File: config.mk
export PLATFORM = sky130hd
export DESIGN_NAME = mesi_line_ctrl
export DESIGN_NICKNAME = d
export VERILOG_FILES = /design/src/rtl/mesi_pkg.sv /design/src/rtl/mesi_snoop_resp.sv /design/src/rtl/mesi_req_seq.sv /design/src/rtl/mesi_state_bank.sv /design/src/rtl/mesi_line_ctrl.sv
export SDC_FILE = /design/constraint.sdc
export NUM_CORES = 1
export LEC_CHECK = 0
export ABC_CLOCK_PERIOD_IN_PS = 3000
export BUFFER_PORTS_ARGS = -buffer_cell sky130_fd_sc_hd__buf_4
export CAP_MARGIN = 20
export CORE_ASPECT_RATIO = 1.4
export CORE_MARGIN = 8
export CORE_UTILIZATION = 40
export CTS_CLUSTER_DIAMETER = 100
export DETAILED_ROUTE_END_ITERATION = 7
export GPL_TIMING_DRIVEN = 0
export PLACE_DENSITY = 0.66
export SLEW_MARGIN = 10
export SYNTH_ARGS = -nofsm -noshare
export SYNTH_HDL_FRONTEND = slang
export SYNTH_SLANG_ARGS = --single-unit
File: constraint.sdc
create_clock -name clk -period 3 [get_ports clk]
set_input_delay 0.6 -clock clk [delete_from_list [all_inputs] [get_ports clk]]
set_output_delay 0.6 -clock clk [all_outputs]
set_load 0.01 [all_outputs]
File: src/rtl/mesi_pkg.sv
package mesi_pkg;

  typedef enum logic [1:0] {
    LS_I = 2'd0,
    LS_S = 2'd1,
    LS_E = 2'd2,
    LS_M = 2'd3
  } line_st_e;

  typedef enum logic [2:0] {
    BC_NONE = 3'd0,
    BC_RD   = 3'd1,
    BC_RDX  = 3'd2,
    BC_INV  = 3'd3,
    BC_WB   = 3'd4
  } bus_cmd_e;

  typedef enum logic [1:0] {
    SQ_IDLE  = 2'd0,
    SQ_EVICT = 2'd1,
    SQ_FILL  = 2'd2,
    SQ_UPGR  = 2'd3
  } seq_st_e;

endpackage

File: src/rtl/mesi_snoop_resp.sv
module mesi_snoop_resp
  import mesi_pkg::*;
#(
  parameter int LINES = 4,
  parameter int IDXW  = 2
) (
  input  logic                       snp_valid,
  input  logic                       snp_write,
  input  logic [IDXW-1:0]            snp_idx,
  input  logic [LINES-1:0][1:0]      st_cur,
  output logic [LINES-1:0]           snp_take,
  output logic [LINES-1:0][1:0]      snp_nxt,
  output logic                       snp_shared,
  output logic                       snp_supply
);

  logic [LINES-1:0] shr_vec;
  logic [LINES-1:0] sup_vec;

  for (genvar g = 0; g < LINES; g++) begin : g_line
    logic hit;
    always_comb begin
      hit         = snp_valid && (snp_idx == IDXW'(g)) && (line_st_e'(st_cur[g]) != LS_I);
      snp_take[g] = hit;
      snp_nxt[g]  = snp_write ? LS_I : LS_S;
      shr_vec[g]  = hit && !snp_write;
      sup_vec[g]  = hit && (line_st_e'(st_cur[g]) == LS_M);
    end
  end

  assign snp_shared = |shr_vec;
  assign snp_supply = |sup_vec;

endmodule

File: src/rtl/mesi_req_seq.sv
module mesi_req_seq
  import mesi_pkg::*;
(
  input  logic     clk,
  input  logic     rst_n,
  input  logic     cpu_valid,
  input  logic     cpu_write,
  input  logic     cpu_tag_match,
  input  line_st_e sel_st,
  input  logic     collide,
  input  logic     bus_gnt,
  input  logic     bus_shared_in,
  output logic     upd_en,
  output line_st_e upd_st,
  output logic     bus_req,
  output bus_cmd_e bus_cmd,
  output logic     cpu_done
);

  seq_st_e seq_q, seq_d;
  logic    seq_en;
  logic    tag_hit;

  assign tag_hit = cpu_tag_match && (sel_st != LS_I);

  always_comb begin
    seq_d    = seq_q;
    upd_en   = 1'b0;
    upd_st   = LS_I;
    bus_req  = 1'b0;
    bus_cmd  = BC_NONE;
    cpu_done = 1'b0;
    unique case (seq_q)
      SQ_IDLE: begin
        if (cpu_valid && !collide) begin
          if (tag_hit) begin
            if (!cpu_write || sel_st == LS_M) begin
              cpu_done = 1'b1;
            end else if (sel_st == LS_E) begin
              upd_en   = 1'b1;
              upd_st   = LS_M;
              cpu_done = 1'b1;
            end else begin
              seq_d = SQ_UPGR;
            end
          end else if (sel_st == LS_M) begin
            seq_d = SQ_EVICT;
          end else begin
            upd_en = (sel_st != LS_I);
            upd_st = LS_I;
            seq_d  = SQ_FILL;
          end
        end
      end
      SQ_EVICT: begin
        if (sel_st == LS_M) begin
          bus_req = 1'b1;
          bus_cmd = BC_WB;
          if (bus_gnt) begin
            upd_en = 1'b1;
            upd_st = LS_I;
            seq_d  = SQ_FILL;
          end
        end else begin
          upd_en = 1'b1;
          upd_st = LS_I;
          seq_d  = SQ_FILL;
        end
      end
      SQ_FILL: begin
        bus_req = 1'b1;
        bus_cmd = cpu_write ? BC_RDX : BC_RD;
        if (bus_gnt) begin
          upd_en   = 1'b1;
          upd_st   = cpu_write ? LS_M : (bus_shared_in ? LS_S : LS_E);
          cpu_done = 1'b1;
          seq_d    = SQ_IDLE;
        end
      end
      SQ_UPGR: begin
        if (sel_st == LS_S) begin
          bus_req = 1'b1;
          bus_cmd = BC_INV;
          if (bus_gnt) begin
            upd_en   = 1'b1;
            upd_st   = LS_M;
            cpu_done = 1'b1;
            seq_d    = SQ_IDLE;
          end
        end else begin
          seq_d = SQ_FILL;
        end
      end
      default: seq_d = SQ_IDLE;
    endcase
  end

  assign seq_en = (seq_d != seq_q);

  always_ff @(posedge clk or negedge rst_n) begin
    if (!rst_n) begin
      seq_q <= SQ_IDLE;
    end else if (seq_en) begin
      seq_q <= seq_d;
    end
  end

endmodule

File: src/rtl/mesi_state_bank.sv
module mesi_state_bank
  import mesi_pkg::*;
#(
  parameter int LINES = 4,
  parameter int IDXW  = 2
) (
  input  logic                  clk,
  input  logic                  rst_n,
  input  logic                  upd_en,
  input  logic [IDXW-1:0]       upd_idx,
  input  line_st_e              upd_st,
  input  logic [LINES-1:0]      snp_take,
  input  logic [LINES-1:0][1:0] snp_nxt,
  output logic [LINES-1:0][1:0] st_q
);

  for (genvar g = 0; g < LINES; g++) begin : g_line
    line_st_e q;
    line_st_e d;
    logic     ld;
    logic     own;

    always_comb begin
      own = upd_en && (upd_idx == IDXW'(g));
      ld  = own || snp_take[g];
      d   = own ? upd_st : line_st_e'(snp_nxt[g]);
    end

    always_ff @(posedge clk or negedge rst_n) begin
      if (!rst_n) begin
        q <= LS_I;
      end else if (ld) begin
        q <= d;
      end
    end

    assign st_q[g] = q;
  end

endmodule

File: src/rtl/mesi_line_ctrl.sv
module mesi_line_ctrl
  import mesi_pkg::*;
#(
  parameter int LINES = 4,
  localparam int IDXW = (LINES > 1) ? $clog2(LINES) : 1
) (
  input  logic                 clk,
  input  logic                 rst_n,
  input  logic                 cpu_valid,
  input  logic                 cpu_write,
  input  logic [IDXW-1:0]      cpu_idx,
  input  logic                 cpu_tag_match,
  output logic                 cpu_done,
  output logic                 bus_req,
  output logic [2:0]           bus_cmd,
  output logic [IDXW-1:0]      bus_idx,
  input  logic                 bus_gnt,
  input  logic                 bus_shared_in,
  input  logic                 snp_valid,
  input  logic                 snp_write,
  input  logic [IDXW-1:0]      snp_idx,
  output logic                 snp_shared,
  output logic                 snp_supply,
  output logic [2*LINES-1:0]   line_state
);

  logic [1:0]            rst_sync_q;
  logic                  rst_int_n;
  logic [LINES-1:0][1:0] st_q;
  logic [LINES-1:0]      snp_take;
  logic [LINES-1:0][1:0] snp_nxt;
  logic                  upd_en;
  line_st_e              upd_st;
  line_st_e              sel_st;
  logic                  collide;
  bus_cmd_e              cmd_e;

  always_ff @(posedge clk or negedge rst_n) begin
    if (!rst_n) begin
      rst_sync_q <= 2'b00;
    end else begin
      rst_sync_q <= {rst_sync_q[0], 1'b1};
    end
  end
  assign rst_int_n = rst_sync_q[1];

  assign sel_st  = line_st_e'(st_q[cpu_idx]);
  assign collide = snp_valid && (snp_idx == cpu_idx);

  mesi_snoop_resp #(.LINES(LINES), .IDXW(IDXW)) snoop_i (
    .snp_valid  (snp_valid),
    .snp_write  (snp_write),
    .snp_idx    (snp_idx),
    .st_cur     (st_q),
    .snp_take   (snp_take),
    .snp_nxt    (snp_nxt),
    .snp_shared (snp_shared),
    .snp_supply (snp_supply)
  );

  mesi_req_seq seq_i (
    .clk           (clk),
    .rst_n         (rst_int_n),
    .cpu_valid     (cpu_valid),
    .cpu_write     (cpu_write),
    .cpu_tag_match (cpu_tag_match),
    .sel_st        (sel_st),
    .collide       (collide),
    .bus_gnt       (bus_gnt),
    .bus_shared_in (bus_shared_in),
    .upd_en        (upd_en),
    .upd_st        (upd_st),
    .bus_req       (bus_req),
    .bus_cmd       (cmd_e),
    .cpu_done      (cpu_done)
  );

  mesi_state_bank #(.LINES(LINES), .IDXW(IDXW)) bank_i (
    .clk      (clk),
    .rst_n    (rst_int_n),
    .upd_en   (upd_en),
    .upd_idx  (cpu_idx),
    .upd_st   (upd_st),
    .snp_take (snp_take),
    .snp_nxt  (snp_nxt),
    .st_q     (st_q)
  );

  assign bus_cmd    = cmd_e;
  assign bus_idx    = cpu_idx;
  assign line_state = st_q;

endmodule

Yosys cells after proc, flatten, opt, wreduce, memory -nomap -nowiden
Cells that the tools add are included.
{"block": "word_totals", "register_bits": 12, "mem_count": 0, "latchBits": 0, "wordCells": 113, "in_bits": 13, "rom_bits": 0, "ram_bits": 0}
{"block": "classes", "n_addsub": 0, "n_eq_ne": 18, "n_div": 0, "bitwise": 0, "muxes": 47, "n_reduce_logical": 41, "multipliers": 0, "order_cmp": 1, "n_shift": 0}
{"op": "2-bit two-way mux", "count": 25}
{"op": "2-bit equality test (second input constant)", "count": 12}
{"op": "1-bit logical AND", "count": 23}
{"op": "2-bit case mux with 4 select lines", "count": 2}
{"op": "1-bit two-way mux", "count": 14}
{"op": "2-bit nonzero test", "count": 5}
{"op": "3-bit case mux with 3 select lines", "count": 1}
{"op": "2-bit by 1-bit equality test with 1-bit output (second input constant)", "count": 4}
{"op": "4-bit OR reduction", "count": 2}
{"op": "2-bit zero test", "count": 3}
{"op": "1-bit case mux with 3 select lines", "count": 2}
{"op": "1-bit logical OR", "count": 5}
{"op": "2-bit binary-select mux with 2-bit select", "count": 1}
{"op": "1-bit case mux with 4 select lines", "count": 1}
{"op": "1-bit zero test", "count": 3}
{"op": "2-bit by 3-bit less-than comparator with 1-bit output (second input constant)", "count": 1}
{"op": "3-bit two-way mux", "count": 1}
{"op": "2-bit equality test", "count": 1}
{"op": "2-bit inequality test", "count": 1}

Longest topological paths before layout
Gate-level depths: netlist of run 1.
{"block": "logic_depth", "word_depth": 10, "depth_mapped": 9}

Cells and area by module
From an unflattened synthesis of run 1, not the netlist that was laid out.
{"block": "hier_totals", "cells_unflattened": 119, "area_unflattened_um2": 1162.4}
{"module": "mesi_state_bank", "instances": 1, "cells_each": 30, "area_per_inst_um2": 419.2}
{"module": "mesi_req_seq", "instances": 1, "cells_each": 50, "area_per_inst_um2": 405.4}
{"module": "mesi_snoop_resp", "instances": 1, "cells_each": 29, "area_per_inst_um2": 192.7}
{"module": "mesi_line_ctrl", "instances": 1, "cells_each": 10, "area_per_inst_um2": 145.1}

Worst setup path before layout of run 1
OpenSTA, ideal clock, no wires.
{"block": "synth_timing", "path_kind": "input port to output port", "from": "input cpu_idx[0]", "to": "output cpu_done", "slack_ns": 0.221, "cell_stages": 6, "t_arrival_ns": 2.179, "required_ns": 2.400, "path_cell_list": "buf_2 -> mux4_1 -> inv_1 -> ha_1 -> nor3b_1 -> o41ai_1"}
{"block": "synth_between", "elab_chain_cells": 8, "word_cells_on_any_way": 18, "classes_between": "eq/ne: 4; mux: 8; reduce/logical: 6"}
{"item": "from (decl)", "line_no": "mesi_line_ctrl.sv:11", "source": "input logic [IDXW-1:0] cpu_idx,"}
{"item": "2-bit binary-select mux with 2-bit select", "line_no": "mesi_line_ctrl.sv:47", "source": "assign sel_st = line_st_e'(st_q[cpu_idx]);"}
{"item": "2-bit two-way mux (not written as such)", "line_no": "mesi_line_ctrl.sv:47"}
{"item": "2-bit equality test, on equally long branches", "line_no": "mesi_req_seq.sv:39, mesi_req_seq.sv:37"}
{"item": "1-bit two-way mux or 1-bit logical OR (tied branches)", "line_no": "mesi_req_seq.sv:39, mesi_req_seq.sv:37"}
{"item": "1-bit two-way mux", "line_no": "mesi_req_seq.sv:37", "source": "if (!cpu_write || sel_st == LS_M) begin"}
{"item": "1-bit two-way mux", "line_no": "mesi_req_seq.sv:36", "source": "if (tag_hit) begin"}
{"item": "1-bit two-way mux", "line_no": "mesi_req_seq.sv:35", "source": "if (cpu_valid && !collide) begin"}
{"item": "1-bit case mux with 3 select lines (*)", "line_no": "mesi_req_seq.sv:33", "source": "unique case (seq_q)"}
{"item": "to (decl)", "line_no": "mesi_line_ctrl.sv:13", "source": "output logic cpu_done,"}
Every way passes the cells marked *; elsewhere a longest branch is shown, timed or not. The select of a mux whose other input is x is not followed.

Final worst setup path of run 1
Ends and elaborated chain as after synthesis.

==> run_summary.xml, run 1 <==
<?xml version="1.0" encoding="UTF-8"?>
<metrics>
  <group name="route">
    <metric name="drtAntennaViolNets" unit="">0</metric>
    <metric name="viasPerCell" unit="">5.42</metric>
    <metric name="num_vias" unit="">1029</metric>
    <metric name="drcViolationCount" unit="">0</metric>
    <metric name="drt_wirelength" unit="µm">2720</metric>
    <metric name="wl_per_cell" unit="µm">14.3</metric>
    <metric name="number_of_search_and_repair_iterations_in_the_first_detailed_routing_pass" unit="">4</metric>
    <metric name="detailedRoute.firstIterationViolations" unit="">32</metric>
  </group>
  <group name="global_routing">
    <metric name="number_of_antenna_violations_at_the_first_check_in_global_routing" unit="">0</metric>
    <metric name="grt_first_pass_wirelength" unit="µm">4550</metric>
    <metric name="largest_net_degree_at_the_start_of_global_routing" unit="">11</metric>
    <metric name="overflow" unit="">0</metric>
    <metric name="groute.usage.overall" unit="%">12.4</metric>
    <metric name="first_global_vias" unit="">1033</metric>
  </group>
  <group name="clock_tree">
    <metric name="postCtsSetupBuffers" unit="">0</metric>
    <metric name="clockRootBuffer" unit="">clkbuf_4</metric>
    <metric name="cts_repair_resize_count" unit="">0</metric>
    <metric name="clk-insertion-delay-late" unit="ns">0.28</metric>
    <metric name="cts-htree-levels" unit="">1</metric>
    <metric name="clock-sinks" unit="">12</metric>
    <metric name="cts-hold-fix-buffers" unit="">0</metric>
    <metric name="clk_path_buf_depth" unit="">2</metric>
    <metric name="worst_setup_hold_path_clk_slew" unit="ns">0.07</metric>
    <metric name="cts_buffers" unit="">3</metric>
    <metric name="cts_tree" unit="">done</metric>
  </group>
  <group name="power_and_ir_drop">
    <metric name="irDropWorstVdd" unit="V">0.000433</metric>
    <metric name="powerDensity" unit="mW/mm²">667</metric>
    <metric name="cellLeakagePower" unit="µW">0.000636</metric>
  </group>
  <group name="critical_path">
    <metric name="cp_data_required_time" unit="ns">2.40</metric>
    <metric name="ff2ff_setup_slack" unit="ns">0.38</metric>
    <metric name="critPathMaxFanout" unit="">7</metric>
    <metric name="timing.critical_path.from_type" unit="">input port</metric>
    <metric name="worstSetupEndpointType" unit="">primary output</metric>
    <metric name="worst-setup-path-type" unit="">in -&gt; out</metric>
    <metric name="timing.critical_path.arrival" unit="ns">2.27</metric>
  </group>
  <group name="logic_synthesis">
    <metric name="synth_area_leaders" unit="">dfrtp_1, mux2i_1, ha_1</metric>
    <metric name="most_instantiated_library_cell_after_synthesis" unit="">dfrtp_1</metric>
    <metric name="synth-warning-count" unit="">0</metric>
    <metric name="syn_nets" unit="">140</metric>
    <metric name="synth_top_family_by_area" unit="">simple AND/OR/NAND/NOR gates</metric>
    <metric name="synth.top_cells.by_count" unit="">dfrtp_1, nand2_1, nor2_1, nor3_1</metric>
    <metric name="post_synth_mux_area_share" unit="%">13.7</metric>
    <metric name="post_synthesis_average_cell_area" unit="µm²">8.59</metric>
    <metric name="synth_ff_type" unit="">dfrtp_1</metric>
    <metric name="number_of_flip_flops_and_latches_in_the_synthesized_netlist" unit="">12</metric>
    <metric name="synth_compound_gate_area_share" unit="%">20.0</metric>
    <metric name="number_of_instances_in_the_synthesized_netlist" unit="">122</metric>
    <metric name="post_synth_instance_area" unit="mm²">0.00105</metric>
    <metric name="synth_top_area_share" unit="%">28.6</metric>
    <metric name="synth_enable_flop_cells" unit="">0</metric>
    <metric name="netlist-cell-type-count" unit="">38</metric>
    <metric name="synth_simple_gate_area_share" unit="%">24.1</metric>
    <metric name="synth_adder_area_share" unit="%">5.97</metric>
    <metric name="async_flop_share" unit="%">100</metric>
    <metric name="synthXorXnorAreaFrac" unit="%">1.67</metric>
    <metric name="proportion_of_synthesized_chip_area_in_sequential_cells" unit="%">28.6</metric>
    <metric name="netlist.top_cell.by_area" unit="">dfrtp_1</metric>
  </group>
  <group name="die">
    <metric name="die-width" unit="µm">59.3</metric>
    <metric name="die_area" unit="mm²">0.00454</metric>
    <metric name="std_cell_rows" unit="">22</metric>
    <metric name="initial_utilization" unit="%">41.0</metric>
    <metric name="die_height" unit="µm">76.6</metric>
    <metric name="placeableCoreArea" unit="mm²">0.00256</metric>
    <metric name="design.portCount" unit="">30</metric>
  </group>
  <group name="place">
    <metric name="gp_congestion" unit="">0.893</metric>
    <metric name="buffer_ports.inserted" unit="">28</metric>
    <metric name="place_hpwl" unit="µm">2220</metric>
    <metric name="dpl_cell_area" unit="mm²">0.00130</metric>
  </group>
  <group name="sta">
    <metric name="fin_crit_sh" unit="%">95.7</metric>
    <metric name="setup-tns-final" unit="ns">0</metric>
    <metric name="min_period" unit="ns">2.87</metric>
    <metric name="slew-limit-headroom" unit="%">53.6</metric>
    <metric name="report.final.hold_viol_count" unit="">0</metric>
    <metric name="fmaxAchievable" unit="MHz">348</metric>
    <metric name="whs" unit="ns">0.0929</metric>
    <metric name="timing_worst_slew_pin_value" unit="ns">0.691</metric>
    <metric name="rsz0062_at_grt" unit="">false</metric>
    <metric name="setup_viol_count_final" unit="">0</metric>
    <metric name="report.final.slew_viol_count" unit="">0</metric>
    <metric name="clock_skew" unit="ns">0.00870</metric>
  </group>
  <group name="flow_run">
    <metric name="maxCapViolations" unit="">0</metric>
  </group>
  <group name="layout">
    <metric name="post_route_cells_drive_above_1_share" unit="%">26.0</metric>
    <metric name="final_design_area_no_fill" unit="mm²">0.00134</metric>
    <metric name="antenna_cells" unit="">0</metric>
    <metric name="layout.nets" unit="">173</metric>
    <metric name="area_growth" unit="%">27.4</metric>
  </group>
  <group name="worst_hold_path">
    <metric name="min_path_type" unit="">in -&gt; async</metric>
  </group>
  <group name="outcome">
    <metric name="status" unit="">completed</metric>
  </group>
</metrics>
-- layer usage --
layer | vias to the layer above | global-route usage, % | wire length (µm)
met5 | - | 0 | 0
met4 | 0 | 6.25 | 89
met3 | 12 | 2.53 | 198
met2 | 39 | 21.3 | 1390
met1 | 480 | 13.6 | 1040
li1 | 498 | - | -
-- worst max-delay path, cell delays in order --
cell and delay (ns):
buf_2 0.16, mux4_1 0.65, inv_1 0.11, ha_1 0.17
nor3b_1 0.06, o41ai_1 0.33, buf_4 0.18
-- final cells by class --
class	count	area, µm²
plain buffers	7	35.0
clock buffers	4	36.3
fillers	256	1220
inverters	6	22.5
multi-input cells	97	687
flip-flops and latches	12	300
well taps	36	45.0
repair buffers	28	210
-- power by group --
group	leakage (µW)	switching, µW	internal (µW)	total, µW
Sequential	0.000157	63.2	207	270
Clock	0.0000210	57.4	73.8	131
Combinational	0.000459	249	241	490
Total	0.000636	369	522	891
-- metrics by stage --
step	utilization (%)	total power (µW)	instances	setup slack (ns)
4_1_cts	52.3	901	190	0.114
6_report	52.2	891	190	0.129
3_5_place_dp	50.9	766	186	-0.0149
2_1_floorplan	-	577	122	0.221
3_3_place_gp	50.9	753	186	0.0524
5_1_grt	52.2	961	190	0.00580
-- state kept, by name, indices dropped and copies added, names as in the netlist --
register         flops
seq_i.seq_q          2
bank_i.g_line.q      8
rst_sync_q           2
-- layout by cell type (no fill, tap or decap), types with 2 or more instances in the layout --
| cell type | count |
|---|---|
| nor2_1 | 9 |
| nor2b_1 | 2 |
| nand2_1 | 9 |
| a211oi_1 | 2 |
| ha_1 | 5 |
| nor3_1 | 9 |
| inv_1 | 6 |
| a21o_1 | 4 |
| nand3b_1 | 3 |
| o21ai_0 | 5 |
| clkbuf_1 | 3 |
| a21boi_0 | 2 |
| clkbuf_4 | 3 |
| dfrtp_1 | 12 |
| a31oi_1 | 2 |
| a21oi_1 | 8 |
| nor3b_1 | 2 |
| nand2b_1 | 6 |
| nand3_1 | 2 |
| and2_1 | 2 |
| buf_4 | 30 |
| xnor2_1 | 2 |
| mux2i_1 | 8 |
-- path summary, 6_finish.rpt --
kind	depth (start not counted)	start	endpoint
setup / recovery	7	cpu_idx[0]	cpu_done
hold / removal	1	rst_n	rst_sync_q[0]$_DFF_PN0_
setup reg to reg	8	bank_i.g_line[1].q[0]$_DFFE_PN0P_	bank_i.g_line[3].q[0]$_DFFE_PN0P_
hold reg to reg	0	rst_sync_q[1]$_DFF_PN0_	bank_i.g_line[0].q[1]$_DFFE_PN0P_
max in group asynchronous	0	rst_sync_q[1]$_DFF_PN0_	seq_i.seq_q[0]$_DFFE_PN0P_
min in group clk	0	rst_sync_q[0]$_DFF_PN0_	rst_sync_q[1]$_DFF_PN0_
-- logic make-up (layout without fill, tap and decap cells) --
kind of cell    Yosys count  in the layout
buf+inv                  13             45
other cells               1              1
compound gates           31             31
xor+xnor                  2              2
mux                      11             11
fa+ha+maj                 5              5
simple gates             47             47
flops                    12             12
Power figures use the tool's default switching activity.
==> run 2: changes to the inputs <==
ABC_AREA = 1   (was not set)
CORE_ASPECT_RATIO = not set   (was 1.4)
==> run 2 against run 1 <==
  * Clock power decreased by 22%
  * Non-clock buffer count decreased by 3
  * Final area increased by 2.2%
  * Combinational power increased by 35%
  * Via count increased by 13%
  * Area after synthesis increased by 2.3%
  * Flip-flop and latch count unchanged
  * Critical endpoint is now bus_req
  * Synthesized cell count increased by 35%
  * First-iteration DRC count increased by 72%
  * Hold slack got worse by 0.0057 ns
  * Critical path depth increased by 3
  * Count of clock-buffer cells in the layout decreased by 1
==> run_summary.xml, run 2 <==
<?xml version="1.0" encoding="UTF-8"?>
<metrics>
  <group name="outcome">
    <metric name="status" unit="">completed</metric>
  </group>
  <group name="layout">
    <metric name="top_register" unit="">bank_i.g_line.q</metric>
    <metric name="largest_register_ffs" unit="">8</metric>
    <metric name="area_growth" unit="%">27.3</metric>
    <metric name="most-common-layout-cells" unit="">nand2_1, buf_4, inv_1, nand3_1, dfrtp_1</metric>
    <metric name="layout.cells.non_filler" unit="">227</metric>
    <metric name="post_route_cells_drive_above_1_share" unit="%">28.4</metric>
    <metric name="register_area" unit="µm²">300</metric>
    <metric name="antenna_cells" unit="">0</metric>
    <metric name="multi_input_area" unit="µm²">656</metric>
    <metric name="largest_registers" unit="">bank_i.g_line.q x8, rst_sync_q x2, seq_i.seq_q x2</metric>
    <metric name="fill_cell_count" unit="">246</metric>
    <metric name="layout.nets" unit="">217</metric>
    <metric name="layout_commonest_cell" unit="">nand2_1</metric>
  </group>
  <group name="die">
    <metric name="std_cell_rows" unit="">18</metric>
    <metric name="initial_utilization" unit="%">42.9</metric>
    <metric name="die_area" unit="mm²">0.00459</metric>
    <metric name="die-width" unit="µm">67.8</metric>
    <metric name="die_height" unit="µm">67.8</metric>
    <metric name="design.portCount" unit="">30</metric>
    <metric name="placeableCoreArea" unit="mm²">0.00250</metric>
  </group>
  <group name="clock_tree">
    <metric name="clockRootBuffer" unit="">clkbuf_4</metric>
    <metric name="cts_buffers" unit="">3</metric>
    <metric name="worst_setup_hold_path_clk_slew" unit="ns">0.07</metric>
    <metric name="cts-htree-levels" unit="">1</metric>
    <metric name="clk_path_buf_depth" unit="">2</metric>
    <metric name="clk-insertion-delay-late" unit="ns">0.28</metric>
    <metric name="cts_tree" unit="">done</metric>
    <metric name="postCtsSetupBuffers" unit="">0</metric>
    <metric name="clock-sinks" unit="">12</metric>
  </group>
  <group name="logic_synthesis">
    <metric name="number_of_instances_in_the_synthesized_netlist" unit="">165</metric>
    <metric name="netlist.top_cell.by_area" unit="">dfrtp_1</metric>
    <metric name="synth-warning-count" unit="">0</metric>
    <metric name="syn_nets" unit="">183</metric>
    <metric name="synth_ff_type" unit="">dfrtp_1</metric>
    <metric name="proportion_of_synthesized_chip_area_in_sequential_cells" unit="%">28.0</metric>
    <metric name="post_synthesis_average_cell_area" unit="µm²">6.50</metric>
    <metric name="most_instantiated_library_cell_after_synthesis" unit="">nand2_1</metric>
    <metric name="synth_enable_flop_cells" unit="">0</metric>
    <metric name="synth_top_area_share" unit="%">28.0</metric>
    <metric name="post_synth_instance_area" unit="mm²">0.00107</metric>
    <metric name="number_of_flip_flops_and_latches_in_the_synthesized_netlist" unit="">12</metric>
    <metric name="synth.top_cells.by_count" unit="">nand2_1, inv_1, nand3_1</metric>
    <metric name="netlist-cell-type-count" unit="">26</metric>
    <metric name="async_flop_share" unit="%">100</metric>
    <metric name="synth_area_leaders" unit="">dfrtp_1, nand2_1, nand3_1</metric>
  </group>
  <group name="critical_path">
    <metric name="timing.critical_path.from_type" unit="">input port</metric>
    <metric name="timing.rr.end" unit="">bank_i.g_line[0].q[0]$_DFFE_PN0P_</metric>
    <metric name="ff2ff_setup_slack" unit="ns">0.77</metric>
    <metric name="cp_data_required_time" unit="ns">2.40</metric>
    <metric name="timing.critical_path.arrival" unit="ns">2.25</metric>
    <metric name="worstSetupEndpointType" unit="">primary output</metric>
    <metric name="timing.rr.start" unit="">bank_i.g_line[0].q[0]$_DFFE_PN0P_</metric>
    <metric name="worst-setup-path-type" unit="">in -&gt; out</metric>
    <metric name="critPathMaxFanout" unit="">6</metric>
    <metric name="worst_r2r_path_depth" unit="">16</metric>
  </group>
  <group name="route">
    <metric name="number_of_search_and_repair_iterations_in_the_first_detailed_routing_pass" unit="">4</metric>
    <metric name="drtAntennaViolNets" unit="">0</metric>
    <metric name="drcViolationCount" unit="">0</metric>
    <metric name="drt_wirelength" unit="µm">2880</metric>
    <metric name="detailedRoute.firstIterationViolations" unit="">55</metric>
    <metric name="viasPerCell" unit="">5.12</metric>
    <metric name="wl_per_cell" unit="µm">12.7</metric>
    <metric name="num_vias" unit="">1163</metric>
  </group>
  <group name="global_routing">
    <metric name="number_of_antenna_violations_at_the_first_check_in_global_routing" unit="">0</metric>
    <metric name="first_global_vias" unit="">1167</metric>
    <metric name="grt_first_pass_wirelength" unit="µm">5010</metric>
    <metric name="groute.usage.overall" unit="%">13.8</metric>
    <metric name="largest_net_degree_at_the_start_of_global_routing" unit="">11</metric>
    <metric name="overflow" unit="">0</metric>
  </group>
  <group name="power_and_ir_drop">
    <metric name="irDropWorstVdd" unit="V">0.000398</metric>
    <metric name="cellLeakagePower" unit="µW">0.000753</metric>
    <metric name="fin_total_pwr" unit="µW">1090</metric>
    <metric name="powerDensity" unit="mW/mm²">799</metric>
  </group>
  <group name="place">
    <metric name="post_place_setup_slack" unit="ns">-0.105</metric>
    <metric name="buffer_ports.inserted" unit="">29</metric>
    <metric name="place_hpwl" unit="µm">2370</metric>
    <metric name="gp_congestion" unit="">0.890</metric>
    <metric name="post_placement_cell_count" unit="">224</metric>
  </group>
  <group name="sta">
    <metric name="min_period" unit="ns">2.85</metric>
    <metric name="clock_skew" unit="ns">0.00199</metric>
    <metric name="report.final.hold_viol_count" unit="">0</metric>
    <metric name="fmaxAchievable" unit="MHz">351</metric>
    <metric name="fin_crit_sh" unit="%">94.9</metric>
    <metric name="report.final.slew_viol_count" unit="">0</metric>
    <metric name="worst_slack" unit="ns">0.154</metric>
    <metric name="setup_viol_count_final" unit="">0</metric>
    <metric name="whs" unit="ns">0.0872</metric>
  </group>
  <group name="worst_hold_path">
    <metric name="min_path_type" unit="">in -&gt; async</metric>
  </group>
  <group name="flow_run">
    <metric name="maxCapViolations" unit="">0</metric>
  </group>
</metrics>
==> run 2: what timing repair did <==
| action | 4_1_cts | 5_1_grt |
|---|---|---|
| endpoints found under the setup margin | 2 | 2 |
| hold buffers | 0 | 0 |
| gates cloned | 0 | 0 |
| gates resized for setup | 1 | 4 |
| endpoints found under the hold margin | 0 | 0 |
==> run 2: how the worst max path moves through the flow <==
stage	start	endpoint	slack, ns	cells past startpoint
after floorplan	cpu_idx[0]	cpu_done	0.38	9
after global placement	cpu_idx[1]	cpu_done	-0.07	12
after detailed placement	cpu_idx[0]	cpu_done	-0.10	11
after CTS	cpu_idx[0]	cpu_done	0.04	11
after global routing	cpu_idx[1]	cpu_done	-0.003	12
final	cpu_idx[1]	bus_req	0.15	10
==> run 2: final cells by class <==
cell class / instances / share of cell area, %
buffer: 3 / 1.92
inverter: 28 / 7.70
clock buffer: 3 / 1.65
multi-input combinational: 122 / 48.0
sequential: 12 / 22.0
tap: 30 / 2.75
timing repair buffer: 29 / 15.9
==> run 2: cells by family after synthesis <==
family	synth area share [%]
flops	28.0
compound gates	12.4
fa+ha+maj	5.83
other cells	0.350
buf+inv	12.3
simple gates	41.2
==> run 2: metal layers <==
metal	vias up	share of wire (%)	wire (µm)	global-route usage, %
met5	-	0	0	0
met3	5	7.8	224	2.98
li1	600	-	-	-
met2	32	47	1370	23.8
met4	0	1.6	47	5.37
met1	526	43	1250	16.3
==> run 2: worst max-delay path: stages <==
cell      delay, ns
buf_4          0.14
inv_1          0.07
nor2_1         0.10
a221oi_2       0.35
inv_1          0.14
ha_1           0.23
nand3_2        0.12
nand2_2        0.07
or2_2          0.29
buf_4          0.14
==> run 2: through the flow <==
stage | TNS, ns | utilization [%] | cell area [µm²]
CTS | 0 | 54.3 | 1360
detailed placement | -0.105 | 53.1 | 1330
floorplan | 0 | - | 1070
global route | -0.00304 | 54.6 | 1370
finish | 0 | 54.6 | 1370
global placement | -0.0704 | 53.1 | 1330
==> run 2: power breakdown <==
group	switching [µW]	internal [µW]
clock	54.9	46.6
combinational	369	292
sequential	99.1	230
total	523	568
==> run 3: changes to the inputs <==
ABC_AREA = not set   (was 1)
GPL_TIMING_DRIVEN = not set   (was 0)
==> run 3 against run 2 <==
  * Sequential power fell by 10%
  * Via count fell by 14%
  * Critical path depth decreased by 3
  * Core utilization is 1.6 points lower
  * Combinational power fell by 30%
  * Clock skew up 0.0042 ns
  * Sequential share of layout area increased by 0.88 points
  * Final area decreased by 3.8%
  * Hold slack gained 0.0088 ns
  * Largest cell class unchanged
  * Largest power group unchanged
==> run_summary.xml, run 3 (synthesized netlist as in run 1, its figures left out) <==
<?xml version="1.0" encoding="UTF-8"?>
<metrics>
  <group name="outcome">
    <metric name="status" unit="">completed</metric>
  </group>
  <group name="sta">
    <metric name="whs" unit="ns">0.0960</metric>
    <metric name="clock_skew" unit="ns">0.00614</metric>
    <metric name="setup-tns-final" unit="ns">0</metric>
    <metric name="min_period" unit="ns">2.85</metric>
    <metric name="worst_slack" unit="ns">0.146</metric>
    <metric name="fmaxAchievable" unit="MHz">350</metric>
    <metric name="slew-limit-headroom" unit="%">64.9</metric>
    <metric name="rsz0062_at_grt" unit="">false</metric>
    <metric name="report.final.hold_viol_count" unit="">0</metric>
    <metric name="timing_worst_slew_pin_value" unit="ns">0.522</metric>
    <metric name="report.final.slew_viol_count" unit="">0</metric>
    <metric name="fin_crit_sh" unit="%">95.1</metric>
    <metric name="setup_viol_count_final" unit="">0</metric>
  </group>
  <group name="global_routing">
    <metric name="groute.usage.overall" unit="%">12.1</metric>
    <metric name="overflow" unit="">0</metric>
    <metric name="number_of_antenna_violations_at_the_first_check_in_global_routing" unit="">0</metric>
    <metric name="largest_net_degree_at_the_start_of_global_routing" unit="">14</metric>
    <metric name="first_global_vias" unit="">927</metric>
    <metric name="grt_first_pass_wirelength" unit="µm">4330</metric>
  </group>
  <group name="critical_path">
    <metric name="cp_data_required_time" unit="ns">2.40</metric>
    <metric name="worst_r2r_path_depth" unit="">7</metric>
    <metric name="critPathMaxFanout" unit="">8</metric>
    <metric name="startpoint" unit="">cpu_idx[0]</metric>
    <metric name="timing.critical_path.arrival" unit="ns">2.25</metric>
    <metric name="slowest_stage" unit="">mux4_1</metric>
    <metric name="worst-setup-path-type" unit="">in -&gt; out</metric>
    <metric name="ff2ff_setup_slack" unit="ns">0.46</metric>
    <metric name="timing.critical_path.from_type" unit="">input port</metric>
    <metric name="worstSetupEndpointType" unit="">primary output</metric>
    <metric name="worst_path_largest_cell_delay" unit="ns">0.64</metric>
    <metric name="critical_path.cell_chain" unit="">buf_4, mux4_1, inv_1, ha_1, nor3b_1, o41ai_1, buf_4</metric>
    <metric name="timing.rr.end" unit="">bank_i.g_line[3].q[0]$_DFFE_PN0P_</metric>
    <metric name="timing.rr.start" unit="">bank_i.g_line[1].q[0]$_DFFE_PN0P_</metric>
    <metric name="cp_common_cell" unit="">buf_4</metric>
  </group>
  <group name="route">
    <metric name="wl_per_cell" unit="µm">15.2</metric>
    <metric name="drcViolationCount" unit="">0</metric>
    <metric name="viasPerCell" unit="">5.58</metric>
    <metric name="number_of_search_and_repair_iterations_in_the_first_detailed_routing_pass" unit="">4</metric>
    <metric name="num_vias" unit="">998</metric>
    <metric name="drt_wirelength" unit="µm">2720</metric>
    <metric name="drtAntennaViolNets" unit="">0</metric>
    <metric name="detailedRoute.firstIterationViolations" unit="">38</metric>
  </group>
  <group name="layout">
    <metric name="layout_commonest_cell" unit="">buf_4</metric>
    <metric name="top_register" unit="">bank_i.g_line.q</metric>
    <metric name="largest_register_ffs" unit="">8</metric>
    <metric name="multi_input_area" unit="µm²">691</metric>
    <metric name="largest_registers" unit="">bank_i.g_line.q x8, rst_sync_q x2, seq_i.seq_q x2</metric>
    <metric name="register_area" unit="µm²">300</metric>
    <metric name="fill_cell_count" unit="">252</metric>
    <metric name="area_growth" unit="%">25.2</metric>
    <metric name="antenna_cells" unit="">0</metric>
    <metric name="layout.nets" unit="">168</metric>
    <metric name="most-common-layout-cells" unit="">buf_4, dfrtp_1, nand2_1, nor2_1, nor3_1</metric>
    <metric name="post_route_cells_drive_above_1_share" unit="%">25.5</metric>
    <metric name="layout.cells.non_filler" unit="">179</metric>
    <metric name="final_design_area_no_fill" unit="mm²">0.00131</metric>
  </group>
  <group name="die">
    <metric name="die_height" unit="µm">67.2</metric>
    <metric name="die_area" unit="mm²">0.00452</metric>
    <metric name="design.portCount" unit="">30</metric>
    <metric name="placeableCoreArea" unit="mm²">0.00248</metric>
    <metric name="std_cell_rows" unit="">18</metric>
    <metric name="initial_utilization" unit="%">42.3</metric>
    <metric name="die-width" unit="µm">67.2</metric>
  </group>
  <group name="worst_hold_path">
    <metric name="min_path_type" unit="">in -&gt; async</metric>
  </group>
  <group name="place">
    <metric name="post_placement_cell_count" unit="">175</metric>
    <metric name="buffer_ports.inserted" unit="">29</metric>
    <metric name="place_hpwl" unit="µm">2190</metric>
    <metric name="dpl_cell_area" unit="mm²">0.00128</metric>
    <metric name="post_place_setup_slack" unit="ns">0.130</metric>
    <metric name="gp_congestion" unit="">0.837</metric>
  </group>
  <group name="clock_tree">
    <metric name="clockRootBuffer" unit="">clkbuf_4</metric>
    <metric name="clk-insertion-delay-late" unit="ns">0.27</metric>
    <metric name="clock-sinks" unit="">12</metric>
    <metric name="cts_repair_resize_count" unit="">0</metric>
    <metric name="postCtsSetupBuffers" unit="">0</metric>
    <metric name="cts_buffers" unit="">3</metric>
    <metric name="worst_setup_hold_path_clk_slew" unit="ns">0.07</metric>
    <metric name="cts-htree-levels" unit="">1</metric>
    <metric name="cts_tree" unit="">done</metric>
    <metric name="clk_path_buf_depth" unit="">2</metric>
    <metric name="cts-hold-fix-buffers" unit="">0</metric>
  </group>
  <group name="flow_run">
    <metric name="maxCapViolations" unit="">0</metric>
  </group>
  <group name="power_and_ir_drop">
    <metric name="irDropWorstVdd" unit="V">0.000427</metric>
    <metric name="powerDensity" unit="mW/mm²">672</metric>
    <metric name="cellLeakagePower" unit="µW">0.000634</metric>
  </group>
</metrics>
run 3: power breakdown:
| part | leakage (µW) | internal (µW) | switching, µW | total, µW |
|---|---|---|---|---|
| clock network | 0.0000210 | 73.8 | 53.4 | 127 |
| logic | 0.000456 | 240 | 219 | 459 |
| registers | 0.000157 | 207 | 89.5 | 296 |
run 3: stage by stage:
stage	util, %	power [µW]
floorplan	-	577
global placement	51.5	750
detailed placement	51.5	759
CTS	53.0	887
global route	53.0	949
finish	53.0	882
run 3: per-layer routing:
layer / global-route usage, % / share of wire, %
met3: 1.32 / 3.2
met2: 20.0 / 50
met5: 0 / 0
met1: 15.5 / 45
met4: 6.01 / 1.7
run 3: cell type report:
cell class              count  share of cell area, %
clock buffers               4                   2.76
inverters                   6                   1.72
multi-input cells          97                   52.6
flip-flops and latches     12                   22.9
well taps                  30                   2.86
repair buffers             30                   17.2
run 3: worst max path at each step:
stage,slack [ns],end
2_1_floorplan,0.22,cpu_done
3_5_place_dp,0.13,bank_i.g_line[3].q[0]$_DFFE_PN0P_
3_3_place_gp,0.21,cpu_done
6_report,0.15,cpu_done
4_1_cts,0.15,cpu_done
5_1_grt,0.05,cpu_done
run 3: worst max-delay path: cells and delay by family:
| family | cells | cell delay [ns] |
|---|---|---|
| muxes | 1 | 0.64 |
| AOI/OAI and AO/OA | 1 | 0.32 |
| buffers and inverters | 3 | 0.43 |
| adders and majority gates | 1 | 0.19 |
| and+or+nand+nor | 1 | 0.07 |
